<file path="src/rtl/vidsync_pkg.sv">
package vidsync_pkg;

  typedef struct packed {
    logic capSys;
    logic capVga;
    logic selVga;
    logic invH;
    logic invV;
  } vsStrobe_t;

  typedef struct packed {
    logic hs;
    logic vs;
    logic bl;
  } vsBeat_t;

  localparam vsBeat_t BEAT_IDLE = '{hs: 1'b1, vs: 1'b1, bl: 1'b0};

endpackage

</file>
<file path="src/rtl/vidsync_ctrl.sv">
module vidsync_ctrl
  import vidsync_pkg::*;
#(
  parameter int REG_W    = 8,
  parameter int MODE_BIT = 7,
  parameter int HPOL_BIT = 0,
  parameter int VPOL_BIT = 1
) (
  input  logic             clk,
  input  logic             rstN,
  input  logic             muxWrEn,
  input  logic [REG_W-1:0] muxWrData,
  input  logic             ctlWrEn,
  input  logic [REG_W-1:0] ctlWrData,
  input  logic             sysClk,
  input  logic             vgaClk,
  output vsStrobe_t        strobe
);

  logic modeVga, hPol, vPol;
  logic sysClkQ, vgaClkQ;
  logic sysFall, vgaRise;

  always_ff @(posedge clk) begin
    if (!rstN) begin
      modeVga <= 1'b0;
      hPol    <= 1'b0;
      vPol    <= 1'b0;
      sysClkQ <= 1'b0;
      vgaClkQ <= 1'b0;
    end else begin
      if (muxWrEn) modeVga <= muxWrData[MODE_BIT];
      if (ctlWrEn) begin
        hPol <= ctlWrData[HPOL_BIT];
        vPol <= ctlWrData[VPOL_BIT];
      end
      sysClkQ <= sysClk;
      vgaClkQ <= vgaClk;
    end
  end

  assign sysFall = sysClkQ & ~sysClk;
  assign vgaRise = ~vgaClkQ & vgaClk;

  always_comb begin
    strobe.selVga = modeVga;
    strobe.capSys = sysFall & ~modeVga;
    strobe.capVga = vgaRise & modeVga;
    strobe.invH   = hPol & ~modeVga;
    strobe.invV   = vPol & ~modeVga;
  end

  // at most one capture source fires in any cycle
  p_one_capture_r2: assert property (@(posedge clk) disable iff (!rstN)
    $onehot0({strobe.capSys, strobe.capVga}));

  // the mode register takes bit MODE_BIT of a write
  p_mode_write_r1: assert property (@(posedge clk) disable iff (!rstN)
    muxWrEn |=> (strobe.selVga == $past(muxWrData[MODE_BIT])));

endmodule

</file>
<file path="src/rtl/vidsync_dp.sv">
module vidsync_dp
  import vidsync_pkg::*;
#(
  parameter int PIPE_DEPTH = 4
) (
  input  logic      clk,
  input  logic      rstN,
  input  vsStrobe_t strobe,
  input  logic      sysHsN,
  input  logic      sysVsN,
  input  logic      sysBlank,
  input  logic      vgaHs,
  input  logic      vgaVs,
  input  logic      vgaBlank,
  output vsBeat_t   beatOut
);

  vsBeat_t capQ;
  vsBeat_t stageIn;
  vsBeat_t alignQ;
  vsBeat_t pipeQ [PIPE_DEPTH+1];

  // capture register, source picked by the active strobe
  always_ff @(posedge clk) begin
    if (!rstN) begin
      capQ <= BEAT_IDLE;
    end else if (strobe.capSys) begin
      capQ <= '{hs: sysHsN, vs: sysVsN, bl: sysBlank};
    end else if (strobe.capVga) begin
      capQ <= '{hs: vgaHs, vs: vgaVs, bl: vgaBlank};
    end
  end

  // true/complement stage; blank never gates sync
  always_comb begin
    stageIn.hs = capQ.hs ^ strobe.invH;
    stageIn.vs = capQ.vs ^ strobe.invV;
    stageIn.bl = capQ.bl;
  end

  // pixel-domain resample, with syncs held in step
  always_ff @(posedge clk) begin
    if (!rstN) alignQ <= BEAT_IDLE;
    else       alignQ <= stageIn;
  end

  assign pipeQ[0] = alignQ;

  for (genvar i = 0; i < PIPE_DEPTH; i++) begin : gStage
    always_ff @(posedge clk) begin
      if (!rstN) pipeQ[i+1] <= BEAT_IDLE;
      else       pipeQ[i+1] <= pipeQ[i];
    end

    // each stage carries its neighbour one clock later
    p_stage_shift_r7: assert property (@(posedge clk) disable iff (!rstN)
      pipeQ[i+1] == $past(pipeQ[i]));
  end

  assign beatOut = pipeQ[PIPE_DEPTH];

  // a system capture stores the inputs seen at the falling edge
  p_sys_capture_r2: assert property (@(posedge clk) disable iff (!rstN)
    strobe.capSys |=> (capQ == $past({sysHsN, sysVsN, sysBlank})));

  // the VGA capture strobe only fires in VGA mode
  p_vga_capture_mode_r3: assert property (@(posedge clk) disable iff (!rstN)
    strobe.capVga |-> strobe.selVga);

  // no inversion reaches the datapath in VGA mode
  p_no_invert_vga_r6: assert property (@(posedge clk) disable iff (!rstN)
    strobe.selVga |-> (!strobe.invH && !strobe.invV));

endmodule

</file>
<file path="src/rtl/vidsync_cond.sv">
module vidsync_cond
  import vidsync_pkg::*;
#(
  parameter int PIPE_DEPTH = 4,
  parameter int REG_W      = 8
) (
  input  logic             clk,
  input  logic             rstN,
  input  logic             muxWrEn,
  input  logic [REG_W-1:0] muxWrData,
  input  logic             ctlWrEn,
  input  logic [REG_W-1:0] ctlWrData,
  input  logic             sysClk,
  input  logic             sysHsN,
  input  logic             sysVsN,
  input  logic             sysBlank,
  input  logic             vgaClk,
  input  logic             vgaHs,
  input  logic             vgaVs,
  input  logic             vgaBlank,
  output logic             hSyncOut,
  output logic             vSyncOut,
  output logic             blankOut
);

  vsStrobe_t strobe;
  vsBeat_t   beatOut;

  vidsync_ctrl #(.REG_W(REG_W)) uCtrl (
    .clk(clk), .rstN(rstN),
    .muxWrEn(muxWrEn), .muxWrData(muxWrData),
    .ctlWrEn(ctlWrEn), .ctlWrData(ctlWrData),
    .sysClk(sysClk), .vgaClk(vgaClk),
    .strobe(strobe)
  );

  vidsync_dp #(.PIPE_DEPTH(PIPE_DEPTH)) uDp (
    .clk(clk), .rstN(rstN), .strobe(strobe),
    .sysHsN(sysHsN), .sysVsN(sysVsN), .sysBlank(sysBlank),
    .vgaHs(vgaHs), .vgaVs(vgaVs), .vgaBlank(vgaBlank),
    .beatOut(beatOut)
  );

  assign hSyncOut = beatOut.hs;
  assign vSyncOut = beatOut.vs;
  assign blankOut = beatOut.bl;

endmodule

</file>
<file path="config.mk">
export PLATFORM = sky130hd
export DESIGN_NAME = vidsync_cond
export DESIGN_NICKNAME = d
export VERILOG_FILES = /design/src/rtl/vidsync_pkg.sv /design/src/rtl/vidsync_ctrl.sv /design/src/rtl/vidsync_dp.sv /design/src/rtl/vidsync_cond.sv
export SDC_FILE = /design/constraint.sdc
export NUM_CORES = 1
export LEC_CHECK = 0
export ABC_AREA = 0
export CORE_AREA = 2 2 52 54
export DETAILED_ROUTE_END_ITERATION = 8
export DIE_AREA = 0 0 54 56
export GPL_TIMING_DRIVEN = 0
export PLACE_DENSITY = 0.66
export SYNTH_ARGS = -nofsm -noshare
export SYNTH_HDL_FRONTEND = slang
export SYNTH_SLANG_ARGS = --single-unit
</file>
<file path="constraint.sdc">
create_clock -name clk -period 2.7 [get_ports clk]
set_input_delay 0.54 -clock clk [delete_from_list [all_inputs] [get_ports clk]]
set_output_delay 0.54 -clock clk [all_outputs]
set_load 0.02 [all_outputs]
</file>
==> impl_metrics.tcl, run 1 <==
set metrics [dict create \
    layout-drive-gt1-share_pct 5.49 \
    h-tree-depth 1 \
    crit_required_ps 2160 \
    io_buffers 17 \
    hold_depth 1 \
    synth_cell_types 17 \
    fillers 253 \
    path_delay_family "buffers and inverters" \
    synth_area_per_cell_um2 11.0 \
    arrival_ps 1210 \
    routed_wl_um 1290 \
    synth_top_family_by_area "simple AND/OR/NAND/NOR gates" \
    overflow 0 \
    grt_pass1_vias 553 \
    drc 0 \
    fmax_mhz 571 \
    p_per_area_mw_per_mm2 561 \
    wl_per_cell_um 10.7 \
    rsz0062_at_grt "false" \
    synth_seq_area_share_pct 59.7 \
    cp_max_fo 1 \
    grt_pass1_wl_um 2260 \
    r2r-end "uDp.capQ[1]" \
    relSlewSlack_pct 75.0 \
    critPathBufInv 1 \
    coreArea_mm2 0.00243 \
    grt_use_total_pct 9.97 \
    yosys_warnings 0 \
    place_area_um2 978 \
    cts_tree "built" \
    synth_top_cell_by_area "dfxtp_1" \
    holdPathEnd "uDp.pipeQ[5]" \
    hold_viol_final 0 \
    fin_crit_sh_pct 64.9 \
    cap_violations 0 \
    power_w 0.000564 \
    status "completed" \
    clk_latency_ps 290 \
    synth_xor_area_share_pct 0 \
    antenna_found_initial 0 \
    synth-edff-count 0 \
    yosys.area_share.simple_pct 22.4 \
    start_util_pct 31.7 \
    vdd_ir_drop_max_uv 275 \
    crit_chain "clkdlybuf4s50_1" \
    n_antenna_cell 0 \
    cp-end-kind "output pin" \
    p_leak_nw 0.392 \
    clock-root-buffer "clkbuf_4" \
    hold_ws_ps 418 \
    yosysMostFrequentCell "dfxtp_1" \
    synth_area_um2 771 \
    vias 533 \
    max_slew.worst_pin.slew_ps 375 \
    ctsHoldBuffers 0 \
    synthMuxAreaShare_pct 6.49 \
    skew_ps 0.923 \
    r2r_slack_ps 1550 \
    post_cts_buffers 0 \
    ys.flop_type "dfxtp_1" \
    die_height_um 56 \
    postRouteAntennaNets 0 \
    max_stage_delay_ps 590 \
    die_x_um 54 \
    ys_ff_latch 23 \
    layout_min_cycle_time_ps 1750 \
    drv_slew 0 \
    grt_max_degree 13 \
    synthArstFlopShare_pct 0 \
    synth-compound-area-share_pct 8.93 \
    cts_buffers 3 \
    synthTopCellsByArea "dfxtp_1 60%, nand2b_1 8.1%, mux2i_1 6.5%" \
    cts.clk_slew.worst_paths_ps 110 \
    stdcell_area_mm2 0.00100 \
    vias_per_cell 4.40 \
    synth_fa_ha_area_share_pct 0 \
    final_util_pct 41.3 \
    holdCritStartpoint "uDp.pipeQ[8]" \
    nets 120 \
    reg2reg_from "uCtrl.modeVga" \
    netlist_instances 70 \
    hpwl_um 987 \
    drt_iter0_markers 5 \
    area_growth_pct 30.4 \
    firstDrtPassIters 2 \
    hp-class "register to register" \
    synth_common_cells "23 x dfxtp_1, 10 x nand2b_1, 7 x and2_1" \
    fin_tns_setup_ps 0 \
    rows 18 \
    rr_worst_depth 3 \
    clockBufferDepth 2 \
    setup_violations 0 \
    cts_resized 0 \
    num_io_pins 31 \
    synth_top_cell_area_share_pct 59.7 \
    critPathLaunchType "register" \
    syn-num-nets 98 \
    worst_path_max_delay_cell "clkdlybuf4s50_1" \
    place.gp.congestion 0.667 \
    clkSinkCount 23 \
    fp.dieArea_mm2 0.00302 \
    critical_path_class "register to output pin" \
]
## where the power goes
part | leakage (nW) | internal, W | switching [W]
Combinational | 0.189 | 0.0000353 | 0.0000200
Sequential | 0.188 | 0.000353 | 0.00000816
Clock | 0.0150 | 0.0000574 | 0.0000895
## sequential cells by signal, indices dropped and copies added (netlist names)
name,cells
uDp.pipeQ,9
uCtrl.sysClkQ,1
uCtrl.vPol,1
uDp.beatOut,3
uCtrl.hPol,1
uDp.alignQ,3
uDp.capQ,3
uCtrl.vgaClkQ,1
uCtrl.modeVga,1
## how the worst max path moves through the flow
stage,cells after the start,end,slack [ps],start
4_1_cts,1,blankOut,920,uDp.beatOut[0]
6_report,1,hSyncOut,950,uDp.beatOut[2]
2_1_floorplan,3,uDp.capQ[1],1550,sysClk
3_3_place_gp,4,uDp.capQ[1],1000,sysClk
5_1_grt,1,blankOut,880,uDp.beatOut[0]
3_5_place_dp,4,uDp.capQ[1],920,sysClk
## per-layer routing
| metal | up-vias | wire length [um] | GRT usage, % |
|---|---|---|---|
| met5 | - | 0 | 0 |
| met4 | 0 | 17 | 5.36 |
| met3 | 2 | 70 | 1.88 |
| met2 | 9 | 625 | 16.7 |
| met1 | 244 | 576 | 11.5 |
| li1 | 278 | - | - |
## kinds of logic (layout without fill, tap and decap cells)
family,count (synthesis),count (layout)
flip-flops,23,23
AO/OA/AOI/OAI,11,11
multiplexers,5,5
buffers and inverters,5,26
AND/OR/NAND/NOR,26,26
## cell type report
class	count	area (um2)	share of cell area [%]
Buffer	2	7.51	0.747
Clock buffer	4	26.3	2.62
Inverter	3	11.3	1.12
Multi-Input combinational cell	42	292	29.0
Sequential cell	23	460	45.8
Tap cell	30	37.5	3.74
Timing Repair Buffer	17	170	16.9
## metrics by stage
step,std cells,worst slack [ps]
after floorplan,70,1550
after global placement,117,1000
after detailed placement,117,924
after CTS,121,919
after global routing,121,877
final,121,947
## placed cells by master (no fill, tap or decap), types with 3 or more instances in the layout
cell type / Yosys / final
dfxtp_1: 23 / 23
clkdlybuf4s50_1: 0 / 17
nand2b_1: 10 / 10
and2_1: 7 / 7
mux2i_1: 5 / 5
o21ai_1: 4 / 4
clkbuf_1: 2 / 3
a21oi_1: 3 / 3
nor2b_1: 3 / 3
clkbuf_4: 0 / 3
Power figures use the tool's default switching activity.
==> run 2, diff against run 1 <==
==> constraint.sdc (replaced) <==
create_clock -name clk -period 1.8 [get_ports clk]
set_input_delay 0.36 -clock clk [delete_from_list [all_inputs] [get_ports clk]]
set_output_delay 0.36 -clock clk [all_outputs]
set_load 0.02 [all_outputs]
==> results of run 2 <==
Same layout as run 1 (identical final DEF). Status: completed.
Among the figures that moved: setup slack after placement 924 ps -> 204 ps; setup slack after layout 947 ps -> 227 ps; register-to-register setup slack 1550 ps -> 650 ps; total power 0.000564 W -> 0.000845 W; worst IR drop on VDD 275 uV -> 413 uV
